===== src/rtl/cmdpush_pkg.sv =====
`timescale 1ns/1ps
package cmdpush_pkg;

    // Register offsets inside the locality-0 window
    localparam int STS_OFFSET  = 'h18;
    localparam int FIFO_OFFSET = 'h24;

    // Status word bit positions
    localparam int BIT_VALID  = 7;
    localparam int BIT_CMDRDY = 6;
    localparam int BIT_GO     = 5;
    localparam int BIT_EXPECT = 3;
    localparam int BURST_LSB  = 8;
    localparam int BURST_W    = 16;

    localparam logic [31:0] GO_WORD = 32'h1 << BIT_GO;

    typedef enum logic [3:0] {
        S_IDLE,
        S_WAIT_RDY,
        S_PLAN,
        S_REFILL,
        S_FEED,
        S_WAIT_VLD,
        S_LAST,
        S_CONFIRM,
        S_GO
    } seq_state_t;

    typedef enum logic [2:0] {
        ERR_NONE     = 3'd0,
        ERR_TIMEOUT  = 3'd1,
        ERR_OVERFLOW = 3'd2,
        ERR_STUCK    = 3'd3,
        ERR_BADLEN   = 3'd4
    } fail_code_t;

    typedef struct packed {
        logic               valid;
        logic               cmd_ready;
        logic               expect_more;
        logic [BURST_W-1:0] burst;
    } sts_view_t;

    // Group size: the allowance, but never the byte that must stay back
    function automatic logic [31:0] group_size(input logic [31:0] allowance,
                                               input logic [31:0] left);
        logic [31:0] hold;
        hold = left - 32'd1;
        return (allowance < hold) ? allowance : hold;
    endfunction

endpackage


===== src/rtl/cmdpush_stsdec.sv =====
`timescale 1ns/1ps
module cmdpush_stsdec
    import cmdpush_pkg::*;
(
    input  logic [31:0] word,
    output sts_view_t   view
);
    logic sts_unused;

    assign view.valid       = word[BIT_VALID];
    assign view.cmd_ready   = word[BIT_CMDRDY];
    assign view.expect_more = word[BIT_EXPECT];
    assign view.burst       = word[BURST_LSB +: BURST_W];
    assign sts_unused       = ^{word[31:24], word[5:4], word[2:0]};
endmodule


===== src/rtl/cmdpush_pacer.sv =====
`timescale 1ns/1ps
module cmdpush_pacer #(
    parameter int POLL_GAP  = 200,
    parameter int TMO_POLLS = 1000000
) (
    input  logic clk,
    input  logic rst,
    input  logic restart,
    input  logic rd_fire,
    input  logic rd_ok,
    output logic may_poll,
    output logic last_try
);
    localparam int GAP_W  = $clog2(POLL_GAP + 1);
    localparam int FAIL_W = $clog2(TMO_POLLS + 1);
    localparam logic [GAP_W-1:0]  GAP_RELOAD = GAP_W'(POLL_GAP - 1);
    localparam logic [GAP_W-1:0]  GAP_ONE    = GAP_W'(1);
    localparam logic [FAIL_W-1:0] FAIL_LAST  = FAIL_W'(TMO_POLLS - 1);
    localparam logic [FAIL_W-1:0] FAIL_ONE   = FAIL_W'(1);

    logic [GAP_W-1:0]  gap_q;
    logic [FAIL_W-1:0] fail_q;

    // Spacing between any two reads, independent of sequencer state
    always_ff @(posedge clk) begin
        if (rst)                gap_q <= '0;
        else if (rd_fire)       gap_q <= GAP_RELOAD;
        else if (gap_q != '0)   gap_q <= gap_q - GAP_ONE;
    end

    // Consecutive unsuccessful reads
    always_ff @(posedge clk) begin
        if (rst || restart)     fail_q <= '0;
        else if (rd_fire)       fail_q <= rd_ok ? '0 : fail_q + FAIL_ONE;
    end

    assign may_poll = (gap_q == '0);
    assign last_try = (fail_q == FAIL_LAST);


    poll_spacing_chk: assert property (@(posedge clk) disable iff (rst)
        (gap_q != '0) |-> !rd_fire);
endmodule


===== src/rtl/cmdpush_seq.sv =====
`timescale 1ns/1ps
module cmdpush_seq
    import cmdpush_pkg::*;
#(
    parameter int ADDR_W = 12,
    parameter int LEN_W  = 12
) (
    input  logic              clk,
    input  logic              rst,
    input  logic              start,
    input  logic [LEN_W-1:0]  cmd_len,
    input  logic [7:0]        in_data,
    input  logic              in_valid,
    output logic              in_ready,
    input  sts_view_t         sts,
    input  logic              may_poll,
    input  logic              last_try,
    output logic              pace_restart,
    output logic              rd_ok,
    output logic              bus_rd,
    output logic              bus_wr,
    output logic              bus_word,
    output logic [ADDR_W-1:0] bus_addr,
    output logic [31:0]       bus_wdata,
    output logic              busy,
    output logic              done,
    output logic              err,
    output logic [2:0]        err_code
);
    localparam logic [ADDR_W-1:0] A_STS  = ADDR_W'(STS_OFFSET);
    localparam logic [ADDR_W-1:0] A_FIFO = ADDR_W'(FIFO_OFFSET);
    localparam logic [LEN_W-1:0]  L_ONE  = LEN_W'(1);

    seq_state_t        state_q, state_d;
    logic [LEN_W-1:0]  left_q, left_d;
    logic [LEN_W-1:0]  group_q, group_d;
    logic [BURST_W-1:0] allow_q, allow_d;
    fail_code_t        code_q, code_d;
    logic              done_d, err_d, done_q, err_q;

    always_comb begin
        state_d      = state_q;
        left_d       = left_q;
        group_d      = group_q;
        allow_d      = allow_q;
        code_d       = code_q;
        done_d       = 1'b0;
        err_d        = 1'b0;
        bus_rd       = 1'b0;
        bus_wr       = 1'b0;
        bus_word     = 1'b0;
        bus_addr     = A_STS;
        bus_wdata    = '0;
        in_ready     = 1'b0;
        rd_ok        = 1'b0;
        pace_restart = 1'b0;
        unique case (state_q)
            S_IDLE: if (start) begin
                code_d = ERR_NONE;
                if (cmd_len == '0) begin
                    err_d  = 1'b1;
                    code_d = ERR_BADLEN;
                end else begin
                    left_d       = cmd_len;
                    pace_restart = 1'b1;
                    state_d      = S_WAIT_RDY;
                end
            end
            S_WAIT_RDY, S_REFILL, S_WAIT_VLD, S_CONFIRM: begin
                bus_rd = may_poll;
                rd_ok  = (state_q == S_WAIT_RDY) ? sts.cmd_ready :
                         (state_q == S_REFILL)   ? (sts.burst != '0) : sts.valid;
                if (bus_rd && rd_ok) begin
                    unique case (state_q)
                        S_WAIT_RDY, S_REFILL: begin
                            allow_d = sts.burst;
                            state_d = S_PLAN;
                        end
                        S_WAIT_VLD: begin
                            if (!sts.expect_more) begin
                                err_d   = 1'b1;
                                code_d  = ERR_OVERFLOW;
                                state_d = S_IDLE;
                            end else begin
                                allow_d = sts.burst;
                                state_d = (left_q == L_ONE && sts.burst != '0) ? S_LAST : S_PLAN;
                            end
                        end
                        default: begin
                            if (sts.expect_more) begin
                                err_d   = 1'b1;
                                code_d  = ERR_STUCK;
                                state_d = S_IDLE;
                            end else begin
                                state_d = S_GO;
                            end
                        end
                    endcase
                end else if (bus_rd && last_try) begin
                    err_d   = 1'b1;
                    code_d  = ERR_TIMEOUT;
                    state_d = S_IDLE;
                end
            end
            S_PLAN: begin
                if (allow_q == '0) begin
                    state_d = S_REFILL;
                end else begin
                    group_d = LEN_W'(group_size(32'(allow_q), 32'(left_q)));
                    state_d = (group_d == '0) ? S_WAIT_VLD : S_FEED;
                end
            end
            S_FEED, S_LAST: begin
                in_ready  = 1'b1;
                bus_wr    = in_valid;
                bus_addr  = A_FIFO;
                bus_wdata = {24'b0, in_data};
                if (in_valid) begin
                    left_d  = left_q - L_ONE;
                    group_d = group_q - L_ONE;
                    if (state_q == S_LAST)        state_d = S_CONFIRM;
                    else if (group_q == L_ONE)    state_d = S_WAIT_VLD;
                end
            end
            S_GO: begin
                bus_wr    = 1'b1;
                bus_word  = 1'b1;
                bus_wdata = GO_WORD;
                done_d    = 1'b1;
                state_d   = S_IDLE;
            end
            default: state_d = S_IDLE;
        endcase
    end

    always_ff @(posedge clk) begin
        if (rst) begin
            state_q <= S_IDLE;
            left_q  <= '0;
            group_q <= '0;
            allow_q <= '0;
            code_q  <= ERR_NONE;
            done_q  <= 1'b0;
            err_q   <= 1'b0;
        end else begin
            state_q <= state_d;
            left_q  <= left_d;
            group_q <= group_d;
            allow_q <= allow_d;
            code_q  <= code_d;
            done_q  <= done_d;
            err_q   <= err_d;
        end
    end

    assign busy     = (state_q != S_IDLE);
    assign done     = done_q;
    assign err      = err_q;
    assign err_code = code_q;


    badlen_reject_chk: assert property (@(posedge clk) disable iff (rst)
        (!busy && start && cmd_len == '0) |=> (err && err_code == ERR_BADLEN && !busy));

    busy_clear_chk: assert property (@(posedge clk) disable iff (rst)
        (done || err) |-> !busy);

    data_needs_bytes_chk: assert property (@(posedge clk) disable iff (rst)
        (bus_wr && !bus_word) |-> (left_q != '0));

    overflow_abort_chk: assert property (@(posedge clk) disable iff (rst)
        (state_q == S_WAIT_VLD && bus_rd && sts.valid && !sts.expect_more)
        |=> (err && err_code == ERR_OVERFLOW));

    stuck_expect_chk: assert property (@(posedge clk) disable iff (rst)
        (state_q == S_CONFIRM && bus_rd && sts.valid && sts.expect_more)
        |=> (err && err_code == ERR_STUCK && !bus_wr));

    go_then_done_chk: assert property (@(posedge clk) disable iff (rst)
        (bus_wr && bus_word) |=> (done && !busy));
endmodule


===== src/rtl/cmd_push_engine.sv =====
`timescale 1ns/1ps
module cmd_push_engine
    import cmdpush_pkg::*;
#(
    parameter int ADDR_W    = 12,
    parameter int LEN_W     = 12,
    parameter int POLL_GAP  = 200,
    parameter int TMO_POLLS = 1000000
) (
    input  logic              clk,
    input  logic              rst,
    input  logic              start,
    input  logic [LEN_W-1:0]  cmd_len,
    input  logic [7:0]        in_data,
    input  logic              in_valid,
    output logic              in_ready,
    output logic              bus_rd,
    output logic              bus_wr,
    output logic              bus_word,
    output logic [ADDR_W-1:0] bus_addr,
    output logic [31:0]       bus_wdata,
    input  logic [31:0]       bus_rdata,
    output logic              busy,
    output logic              done,
    output logic              err,
    output logic [2:0]        err_code
);
    sts_view_t sts;
    logic      may_poll, last_try, pace_restart, rd_ok;

    cmdpush_stsdec u_dec (
        .word (bus_rdata),
        .view (sts)
    );

    cmdpush_pacer #(.POLL_GAP(POLL_GAP), .TMO_POLLS(TMO_POLLS)) u_pacer (
        .clk      (clk),
        .rst      (rst),
        .restart  (pace_restart),
        .rd_fire  (bus_rd),
        .rd_ok    (rd_ok),
        .may_poll (may_poll),
        .last_try (last_try)
    );

    cmdpush_seq #(.ADDR_W(ADDR_W), .LEN_W(LEN_W)) u_seq (
        .clk          (clk),
        .rst          (rst),
        .start        (start),
        .cmd_len      (cmd_len),
        .in_data      (in_data),
        .in_valid     (in_valid),
        .in_ready     (in_ready),
        .sts          (sts),
        .may_poll     (may_poll),
        .last_try     (last_try),
        .pace_restart (pace_restart),
        .rd_ok        (rd_ok),
        .bus_rd       (bus_rd),
        .bus_wr       (bus_wr),
        .bus_word     (bus_word),
        .bus_addr     (bus_addr),
        .bus_wdata    (bus_wdata),
        .busy         (busy),
        .done         (done),
        .err          (err),
        .err_code     (err_code)
    );
endmodule


===== config.mk =====
export PLATFORM = sky130hd
export DESIGN_NAME = cmd_push_engine
export DESIGN_NICKNAME = d
export VERILOG_FILES = /design/src/rtl/cmdpush_pkg.sv /design/src/rtl/cmdpush_stsdec.sv /design/src/rtl/cmdpush_pacer.sv /design/src/rtl/cmdpush_seq.sv /design/src/rtl/cmd_push_engine.sv
export SDC_FILE = /design/constraint.sdc
export NUM_CORES = 1
export LEC_CHECK = 0
export BUFFER_PORTS_ARGS = -buffer_cell sky130_fd_sc_hd__buf_4
export CORE_UTILIZATION = 40
export CTS_CLUSTER_SIZE = 28
export DETAILED_ROUTE_END_ITERATION = 10
export PLACE_DENSITY = 0.69
export SYNTH_ARGS = -nofsm -noshare
export SYNTH_HDL_FRONTEND = slang
export SYNTH_SLANG_ARGS = --single-unit

===== constraint.sdc =====
create_clock -name clk -period 9.07 [get_ports clk]
set_input_delay 1.3605 -clock clk [delete_from_list [all_inputs] [get_ports clk]]
set_output_delay 1.3605 -clock clk [all_outputs]
set_load 0.005 [all_outputs]

== After elaboration in Yosys (flattened, before gate mapping) ==
Cells that the tools add are included.

* Bits of input ports: 56
* Bits in latches: 0
* Bits in registers: 77
* Output and inout port bits: 54
* Logic and storage cells: 118
* Memory bits (read-only): 0
* Memories: 0
* RAM bits: 0

* Magnitude comparators: 1
* Divide/modulo/power cells: 0
* Shift operators: 0
* Bitwise operators: 0
* Eq/ne operators: 21
* Mux-type cells: 55
* Reduce and logical (&&, ||, !) cells: 26
* Multiply operators: 0
* Add/sub/neg operators: 5

{| class="wikitable"
|+ Operators with widths
! cell !! count
|-
| 12-bit two-way mux || 6
|-
| 12-bit case mux with 2 select lines || 2
|-
| 4-bit two-way mux || 10
|-
| 16-bit by 32-bit < comparator with 1-bit output || 1
|-
| 16-bit case mux with 2 select lines || 1
|-
| 12-bit by 1-bit == test with 1-bit output, second input constant || 2
|-
| 12-bit zero test || 2
|-
| 12-bit by 1-bit subtractor with 12-bit output, second input constant || 2
|-
| 3-bit two-way mux || 7
|-
| 20-bit by 1-bit adder with 20-bit output, second input constant || 1
|-
| 20-bit == test, second input constant || 1
|-
| 20-bit two-way mux || 1
|-
| 4-bit by 3-bit == test with 1-bit output, second input constant || 4
|-
| 16-bit zero test || 1
|-
| 1-bit two-way mux || 16
|-
| 16-bit two-way mux || 1
|-
| 8-bit two-way mux || 2
|-
| 4-bit case mux with 4 select lines || 1
|-
| 8-bit case mux with 2 select lines || 1
|-
| 16-bit nonzero test || 1
|-
| 12-bit by 1-bit subtractor with 13-bit output, second input constant || 1
|-
| 3-bit case mux with 2 select lines || 2
|-
| 2-bit != test, second input constant || 5
|-
| 2-bit nonzero test || 5
|-
| 22 further kinds || 32
|}

== Logic depth before layout (Yosys ltp) ==
Gate-level depths: netlist of run 1.

* Word-level depth: 7
* Mapped depth: 14
* Gate-level depth less buffers: 13

== Hierarchy ==
From an unflattened synthesis of run 1, not the netlist that was laid out.

* Cell total of the unflattened synthesis: 652
* Area total of the unflattened synthesis: 5233.8 sq um

{| class="wikitable"
|+ Modules (own cells, without submodules)
! module !! times used !! area each (sq um) !! cells an instance
|-
| cmdpush_seq || 1 || 3754.9 || 481
|-
| cmdpush_pacer || 1 || 1336.3 || 152
|-
| cmdpush_stsdec || 1 || 142.6 || 19
|}

== Worst setup path before layout of run 1 ==
OpenSTA, ideal clock, no wires.

* Path type: register to register
* From: register u_seq.left_q[6]
* To: register u_seq.group_q[1]
* Stages on the path, launching flop included: 14
* Clock period less this slack: 3.136 ns
* Setup time: 0.134 ns
* Data arrival time: 3.002 ns
* Slack: 5.934 ns
* Buffers on the path: 2
* Cells stage by stage: dfxtp_1 or3_1 nor4_1 nand3_1 clkbuf_1 ha_1 a21o_1 a21o_1 a221oi_1 o21ai_0 and2_1 clkbuf_1 o21ai_0 o22ai_1

* Cells in the longest elaborated chain, start to end: 5

{| class="wikitable"
|+ RTL lines
! what !! RTL line !! RTL
|-
| start, declared || cmdpush_seq.sv:35 || <nowiki>logic [LEN_W-1:0] left_q, left_d;</nowiki>
|-
| start signal, assigned || cmdpush_seq.sv:147 || <nowiki>left_q <= left_d;</nowiki>
|-
| 12-bit by 1-bit subtractor with 13-bit output || cmdpush_pkg.sv:49 || <nowiki>hold = left - 32'd1;</nowiki>
|-
| 16-bit by 32-bit < comparator with 1-bit output || cmdpush_pkg.sv:50 || <nowiki>return (allowance < hold) ? allowance : hold;</nowiki>
|-
| 12-bit two-way mux || cmdpush_pkg.sv:50 ||
|-
| 12-bit two-way mux || cmdpush_seq.sv:106 || <nowiki>if (allow_q == '0) begin</nowiki>
|-
| 12-bit case mux with 2 select lines || cmdpush_seq.sv:57 || <nowiki>unique case (state_q)</nowiki>
|-
| end signal, assigned || cmdpush_seq.sv:148 || <nowiki>group_q <= group_d;</nowiki>
|-
| end, declared || cmdpush_seq.sv:36 || <nowiki>logic [LEN_W-1:0] group_q, group_d;</nowiki>
|}

Every way passes these cells. The select of a mux whose other input is x is not followed.
A chain may end at the register's enable or synchronous reset.

== Final worst setup path of run 1 ==
Same ends and word-level chain as after synthesis.

==> results of run 1 <==
-- cells in the mapped netlist, types with 7 or more instances --
| master | n | share of area |
|---|---|---|
| inv_1 | 12 | 0.0092 |
| or3_1 | 9 | 0.011 |
| nand4_1 | 7 | 0.0089 |
| xor2_1 | 19 | 0.034 |
| dfxtp_1 | 77 | 0.31 |
| nor2_1 | 71 | 0.054 |
| buf_4 | 35 | 0.054 |
| a211oi_1 | 15 | 0.023 |
| nand2_1 | 65 | 0.050 |
| clkbuf_1 | 24 | 0.018 |
| and3_1 | 8 | 0.010 |
| ha_1 | 21 | 0.054 |
| xnor2_1 | 9 | 0.016 |
| nand2b_1 | 7 | 0.0089 |
| and2_1 | 11 | 0.014 |
| nor4_1 | 13 | 0.017 |
| buf_2 | 8 | 0.0082 |
| nand3_1 | 18 | 0.018 |
| a21oi_1 | 59 | 0.060 |
| o21ai_0 | 36 | 0.037 |
| nor3_1 | 25 | 0.026 |
-- power breakdown --
| part | leakage [nW] | switching (W) | internal, W | total, W |
|---|---|---|---|---|
| logic | 1.49 | 0.000444 | 0.000280 | 0.000724 |
| clock network | 0.159 | 0.000144 | 0.000248 | 0.000392 |
| registers | 0.625 | 0.0000634 | 0.000384 | 0.000448 |
-- registers in the layout (all words and copies together), names as in the netlist --
register	flops
u_seq.done	1
u_seq.err_code	3
u_seq.allow_q	16
u_seq.group_q	12
u_pacer.fail_q	20
u_seq.state_q	4
u_seq.left_q	12
u_seq.err	1
u_pacer.gap_q	8
-- cell families (layout without fill, tap and decap cells) --
family,count (synthesis),after routing,synth area share
AO/OA/AOI/OAI,152,152,0.1909
multiplexers,2,2,0.004343
other,1,32,0.0007657
AND/OR/NAND/NOR,278,278,0.2954
flip-flops,77,77,0.3148
buffers and inverters,80,94,0.09019
XOR/XNOR,28,28,0.05008
adder cells (fa/ha/maj),21,21,0.05365
-- worst max-delay path, stage by stage (launching register included) --
cell and delay, ns:
dfxtp_1 0.36, or3_1 0.42, nor4_1 0.30, nand3_1 0.48, ha_1 0.49, a21o_1 0.16
a21o_1 0.17, a221oi_1 0.27, o21ai_0 0.13, buf_4 0.20, and2_1 0.28, o21ai_0 0.32
o22ai_1 0.15
-- worst paths after layout --
check | startpoint | end | depth (start not counted)
worst min-delay path | u_seq.err_code[1]$_SDFFE_PP0P_ | u_seq.err_code[1]$_SDFFE_PP0P_ | 2
worst max-delay path | u_seq.left_q[6]$_SDFFE_PP0P_ | u_seq.group_q[1]$_SDFFE_PP0P_ | 12
worst min register to register | u_seq.err_code[1]$_SDFFE_PP0P_ | u_seq.err_code[1]$_SDFFE_PP0P_ | 2
worst max register to register | u_seq.left_q[6]$_SDFFE_PP0P_ | u_seq.group_q[1]$_SDFFE_PP0P_ | 12
-- cell type report --
cell class	count	area, um2	area share
sequential	77	1541	0.2735
clock inverter	5	82.58	0.01465
clock buffer	10	239.0	0.04240
multi-input combinational	513	3042	0.5396
timing repair buffer	67	503.0	0.08923
tap	147	183.9	0.03263
inverter	12	45.04	0.007991
-- layer usage --
| layer | vias to the layer above | part of all wire | track usage |
|---|---|---|---|
| met5 | - | 0 | 0 |
| met4 | 0 | 0.023 | 0.08000 |
| met3 | 23 | 0.046 | 0.03618 |
| met2 | 133 | 0.47 | 0.3214 |
| met1 | 2129 | 0.46 | 0.2609 |
| li1 | 2306 | - | - |
-- metrics by stage --
stage	setup slack (ns)	total power, W	cells
2_1_floorplan	5.934	0.0009882	670
3_3_place_gp	5.304	0.001140	816
3_5_place_dp	5.257	0.001166	816
4_1_cts	5.234	0.001560	831
5_1_grt	4.885	0.001676	831
6_report	5.182	0.001564	831
==> impl_summary.md, run 1 <==
Floorplanning
The starting density of the core is 0.4094. In this run the count of I/O pins placed on the die edge is 110. The height of the die is 112.7 um. The die covers 12690 um2. Row generation in the floorplan step produced 40 rows. The die width is 112.7 um. The placeable core area is 11960 um2.

Clocking
The clock passes through at most 2 buffers. Once the clock tree was built, the setup fixing pass inserted 0 buffers. Post-CTS repair changed the size of 0 cells. The total clock buffers created by CTS is 9. TritonCTS built the clock tree.

At the later pin of the worst-skew pair, clock insertion delay measures 0.34 ns. The TritonCTS sink count is 77. The number of buffers inserted by hold repair at cts is 0.

The number of H-tree levels is 3. The root cell of the clock tree is clkbuf_16. Clock-pin slew was measured on the worst setup and hold paths at 0.06 ns.

STA
Setup repair after global routing left no endpoint under its margin. The time the worst path needs with I/O delays and setup is 3.888 ns. The total count of max-transition violations in the final report came to 0. The share of the clock period used by the worst path after layout is 0.4287. In this run the tightest slew margin relative to its limit is 0.2387. The number of hold violations in the final report is 0.

For the pin with the worst max-slew slack, the measured transition is 1.138 ns. The number of setup violations in the final report is 0. In the final timing run, aggregate negative setup slack is 0 ns. The hold slack is 0.4590 ns. The clock skew is 0.007619 ns. The peak clock frequency supported by timing is 257.2 MHz.

Logic synthesis
Synthesis instantiated 62 different standard cells from the library. In this run, synthesis produced a sequential element count of 77. Yosys printed 0 warnings. The fraction of synthesis flops using an asynchronous set or reset pin is 0. After technology mapping, the gate count stands at 639. The mapped netlist covers 4897 um2.

Yosys mapped a number of flops with a built-in enable equal to 0. The proportion of synthesized chip area in sequential cells is 0.3148. For this run, the leading register cell type out of synthesis is dfxtp_1. Each instance of the synthesized netlist takes up on average 7.664 um2.

Setup path
The highest net fanout along the worst path is 14. The critical path startpoint category is a flop. The required time at the endpoint of the critical path is 9.25 ns. Setup slack on the worst reg-to-reg path comes out at 5.18 ns. The worst setup path category is reg -> reg. The worst setup path is captured at a flop. The arrival time reported for the critical path endpoint is 4.07 ns.

Power
The worst voltage drop across the vdd grid is 0.0001302 V. The leakage power total is 2.272 nW. The areal power density over the cells is 277.4 nW/um2.

Place
At the end of routability-driven placement, the weighted congestion stood at 0.9187. In this run the tool buffered the top-level ports with 64 buffer cells. Once placement finished, the instance area stood at 5315 um2.

Summed over all nets, the half-perimeter wirelength after detailed placement is 9002 um.

Finish
For this run, the share of the core covered by cells in the final layout is 0.4712. Fill cells in the final layout number 1162. The number of nets in the finished design is 757.

Of the cells placed in the final design, the portion with a size suffix greater than 1 is 0.1462. The repair_antennas step left the layout with diodes totalling 0. In the layout the commonest cells are 77 x dfxtp_1, 71 x nor2_1, 67 x buf_4, 65 x nand2_1, 59 x a21oi_1. The most common cell after layout, fill and taps aside is dfxtp_1. With fillers left out, the area of the finished cells amounts to 5637 um2. The area growth from synthesis to layout is 15.10%.

Worst hold path
The path class of the lowest-slack min-delay path is reg -> reg.

Detailed routing
Detailed routing inserted a total of 4591 vias. The starting DRC count in detailed routing is 216. In the final routed layout, each cell accounts on average for 14.70 um. The remaining antenna violation count after routing is 0. After detailed routing, the number of remaining DRC violations is 0. The total iterations of the first detailed-routing run is 7. Dividing the detail-routed via count by the number of cells gives 5.525. The aggregate routed wire length is 12220 um.

Global route
The via count of the first global-routing pass was 4273. The total overflow left after global routing is 0. The first global-routing pass estimated 20530 um of wire. In the global route stage, overall resource usage came out at 0.1986. The largest net degree at the start of global routing is 63. The initial antenna violation count is 0.

Status
The flow ran to the end, and the final reports show no timing, DRC or antenna violations.

Flow run
Across the run, the number of max-cap violations was 0.
Power figures use the tool's default switching activity.
==> run 2: changes to the inputs <==
PLACE_DENSITY = 0.71   (was 0.69)
clock period = 3.25 ns   (was 9.07 ns; I/O delays follow)
==> run 2 against run 1 <==
Sequential share of layout area down 1.2 points. Via count increased by 3.0%. Die area did not move. First-iteration DRC count grew 52%. Clock power grew to 2.5 times the previous value. Register-to-register slack worse by 5.0 ns. Largest cell class unchanged. Highest routed layer unchanged.
==> impl_summary.md, run 2 (synthesis gave the netlist of run 1 again) <==
Status
Run status: completed (unchanged).

Global route
The largest net degree at the start of global routing came to 63 (unchanged). The residual overflow from global routing came to 0 (unchanged). The via count of the first global-routing pass was 4339 (was 4273). The global routing usage summed across all routing layers was 0.2057 (was 0.1986).

The wire length of the first global-routing pass is 20870 um (was 20530 um). The initial antenna violation count is 0 (unchanged).

Detailed routing
The total met3 wirelength after detailed routing came to 497 um (was 565 um). The mean number of vias per cell is 5.461 (was 5.525). The routed wirelength normalized by instance count came to 14.85 um (was 14.70 um). The remaining antenna violation count after routing was 0 (unchanged).

The count of vias placed by the detailed router is 4729 (was 4591). The wire length on met1 is 5870 um (was 5644 um). The aggregate routed wire length is 12860 um (was 12220 um).

The total iterations of the first detailed-routing run is 5 (was 7). The wire length on met2 is 6214 um (was 5730 um). The uppermost layer routed is met4 (unchanged). The post-detailed-route DRC marker count is 0 (unchanged). The starting DRC count in detailed routing is 329 (was 216).

Clocking
The number of H-tree levels was 3 (unchanged). The root cell of the clock tree is clkbuf_16 (unchanged). The TritonCTS sink count is 77 (unchanged). The total clock buffers created by CTS is 9 (unchanged). The number of buffers inserted by hold repair at cts is 0 (unchanged). The clock input transition at the sequential cells of the worst setup and hold paths is 0.06 ns (about the same). The CTS tree is built (unchanged). The later-pin clock latency in the skew report is 0.35 ns (was 0.34 ns). The maximum buffer depth of the clock tree is 2 (unchanged).

Setup path
The required time at the endpoint of the critical path was 3.52 ns (was 9.25 ns). The beginning of the critical path is u_seq.left_q[6]$_SDFFE_PP0P_ (unchanged). The worst setup path category is reg -> reg (unchanged). The source of the worst register-to-register timing path is u_seq.left_q[6]$_SDFFE_PP0P_ (unchanged). The critical path startpoint category was a flop (unchanged). The arrival time reported for the critical path endpoint is 3.37 ns (was 4.07 ns). The highest net fanout along the worst path was 5 (was 14). The kind of capture point of the worst setup path was a flop (unchanged). Counting stages on the worst path, the most repeated cell is a21o_1. Critical path cell sequence: or3_1, nor4_2, buf_4, nand3_2, ha_1, a21o_1, a21o_1, a221oi_2, o21ai_2, a2111oi_0, o21ai_0, a31oi_1 (was or3_1, nor4_1, nand3_1, ha_1, a21o_1, a21o_1, a221oi_1, o21ai_0, buf_4, and2_1, o21ai_0, o22ai_1). The longest individual stage delay on the worst path is 0.41 ns (was 0.49 ns). The cell with the largest stage delay on the worst path is or3_1 (was ha_1).

STA
The worst slew margin relative to its limit is 0.5618 (was 0.2387). The number of setup violations in the final report is 0 (unchanged). The peak clock frequency supported by timing is 322.6 MHz (was 257.2 MHz). The clock skew is 0.007415 ns (was 0.007619 ns). The transition time of the tightest slew-check pin is 0.6574 ns (was 1.138 ns). The hold slack is 0.4041 ns (was 0.4590 ns).

Unrepaired setup endpoints after global routing: no (unchanged). The number of hold violations in the final report is 0 (unchanged). The share of the clock period used by the worst path after layout was 0.9538 (was 0.4287). The total count of max-transition violations in the final report is 0 (unchanged). The time the worst path needs with I/O delays and setup is 3.100 ns (was 3.888 ns).

Power
The clock power share is 0.213 (was 0.251). The switching power share of the total is 0.4120 (was 0.4163). The internal power summed over all cells was 0.002746 W (was 0.0009126 W). The power spent charging and discharging nets is 0.001924 W (was 0.0006509 W). The areal power density over the cells is 792.6 nW/um2 (was 277.4 nW/um2). The post-layout total power came to 0.004671 W (was 0.001564 W).

The worst voltage drop across the vdd grid is 0.0004167 V (was 0.0001302 V). The share of total power in sequential cells came to 0.261 (was 0.286). The leakage power total is 2.427 nW (was 2.272 nW). The part of the total power dissipated in combinational logic came to 0.526 (was 0.463).

Finish
The total non-filler cell area in the finished layout was 5893 um2 (was 5637 um2). The layout cell share with drive strength beyond 1 is 0.1933 (was 0.1462). The area growth from synthesis to layout came to 20.34% (was 15.10%).

The number of flip-flops under the largest register name was 20 (unchanged). The register with the most flip-flops is u_pacer.fail_q (unchanged). The most common cell after layout, fill and taps aside is buf_4 (was dfxtp_1). The number of nets in the finished design is 791 (was 757). Top library cells by usage in the layout, fill and taps aside: 101 x buf_4, 77 x dfxtp_1, 71 x nor2_1, 65 x nand2_1, 59 x a21oi_1 (was 77 x dfxtp_1, 71 x nor2_1, 67 x buf_4, 65 x nand2_1, 59 x a21oi_1). The number of antenna cells inserted was 0 (unchanged). Leading registers by flop count: u_pacer.fail_q: 20 flops, u_seq.allow_q: 16 flops (unchanged).

The share of the core filled with cells is 0.4927 (was 0.4712). The count of placed standard cells in the final layout, fillers left out is 866 (was 831).

Floorplanning
The number of top-level pins is 110 (unchanged). The die width is 112.7 um (unchanged). The starting density of the core is 0.4094 (unchanged). The total die area is 12690 um2 (unchanged).

The height of the die is 112.7 um (unchanged). The number of cell rows is 40 (unchanged). The placeable core area is 11960 um2 (unchanged).

Place
The cell total after placement is 847 (was 816). The detailed placement HPWL is 9489 um (was 9002 um). The area after detailed placement came to 5548 um2 (was 5315 um2).

The count of input and output buffers is 64 (unchanged). The final estimated routing congestion in global placement is 0.8814 (was 0.9187).

Worst hold path
The origin of the worst min-delay path is bus_rdata[12] (was u_seq.err_code[1]$_SDFFE_PP0P_). The path class of the lowest-slack min-delay path is in -> reg (was reg -> reg).

Flow run
The number of violations of the max-capacitance limit was 0 (unchanged).
## run 2: changes by cell type in the layout (fill, tap and decap cells not counted), sizes merged
| cell | change |
|---|---|
| clkinvlp | +1 |
| clkbuf | +1 |
| buf | +34 |
| bufinv | -1 |
| clkinv | +1 |
| inv | -1 |
## run 2: power groups by stage
stage	clock network, W	logic [W]	registers (W)
6_report	0.000996	0.00246	0.00122
5_1_grt	0.00106	0.00271	0.00124
4_1_cts	0.00101	0.00239	0.00121
3_5_place_dp	0	0.00236	0.00123
3_3_place_gp	0	0.00232	0.00123
2_1_floorplan	0	0.00157	0.00119
## run 2: worst max-delay path: cells and delay by family, from the launching register on
| kind | cells | cell delay, ns |
|---|---|---|
| buf+inv | 1 | 0.16 |
| fa+ha+maj | 1 | 0.33 |
| simple gates | 3 | 0.71 |
| compound gates | 7 | 1.53 |
| flops | 1 | 0.31 |
## run 2: layer usage
| metal | vias up | global-route usage |
|---|---|---|
| li1 | 2360 | - |
| met1 | 2224 | 0.2640 |
| met2 | 124 | 0.3407 |
| met3 | 21 | 0.03618 |
| met4 | 0 | 0.08444 |
| met5 | - | 0 |
## run 2: per-stage QoR
| stage | TNS, ns | setup slack (ns) |
|---|---|---|
| 6_report | 0 | 0.1500 |
| 5_1_grt | 0 | 0.01750 |
| 4_1_cts | 0 | 0.06192 |
| 3_5_place_dp | -0.3906 | -0.07780 |
| 3_3_place_gp | -0.03913 | -0.03212 |
| 2_1_floorplan | 0 | 0.1139 |
## run 2: timing repair
action                                  in CTS  in global routing
setup buffers                                0                  3
resized for setup                            6                  5
endpoints found under the setup margin      13                 13
pin swaps                                    0                  1
gates cloned                                 0                  0
## run 2: path summary, 6_finish.rpt
| kind | endpoint | slack [ns] | cells past startpoint |
|---|---|---|---|
| min | u_seq.allow_q[4]$_SDFFE_PP0P_ | 0.40 | 3 |
| max reg2reg | u_seq.state_q[0]$_SDFFE_PP0P_ | 0.15 | 12 |
| min reg2reg | u_seq.allow_q[12]$_SDFFE_PP0P_ | 0.47 | 2 |
| max | u_seq.state_q[0]$_SDFFE_PP0P_ | 0.15 | 12 |
## run 2: layout make-up
class	count	area (um2)
fill	1133	6068
multi-input combinational	513	3072
sequential	77	1541
timing repair buffer	101	758.2
clock buffer	11	232.7
tap	147	183.9
clock inverter	5	60.06
inverter	12	45.04
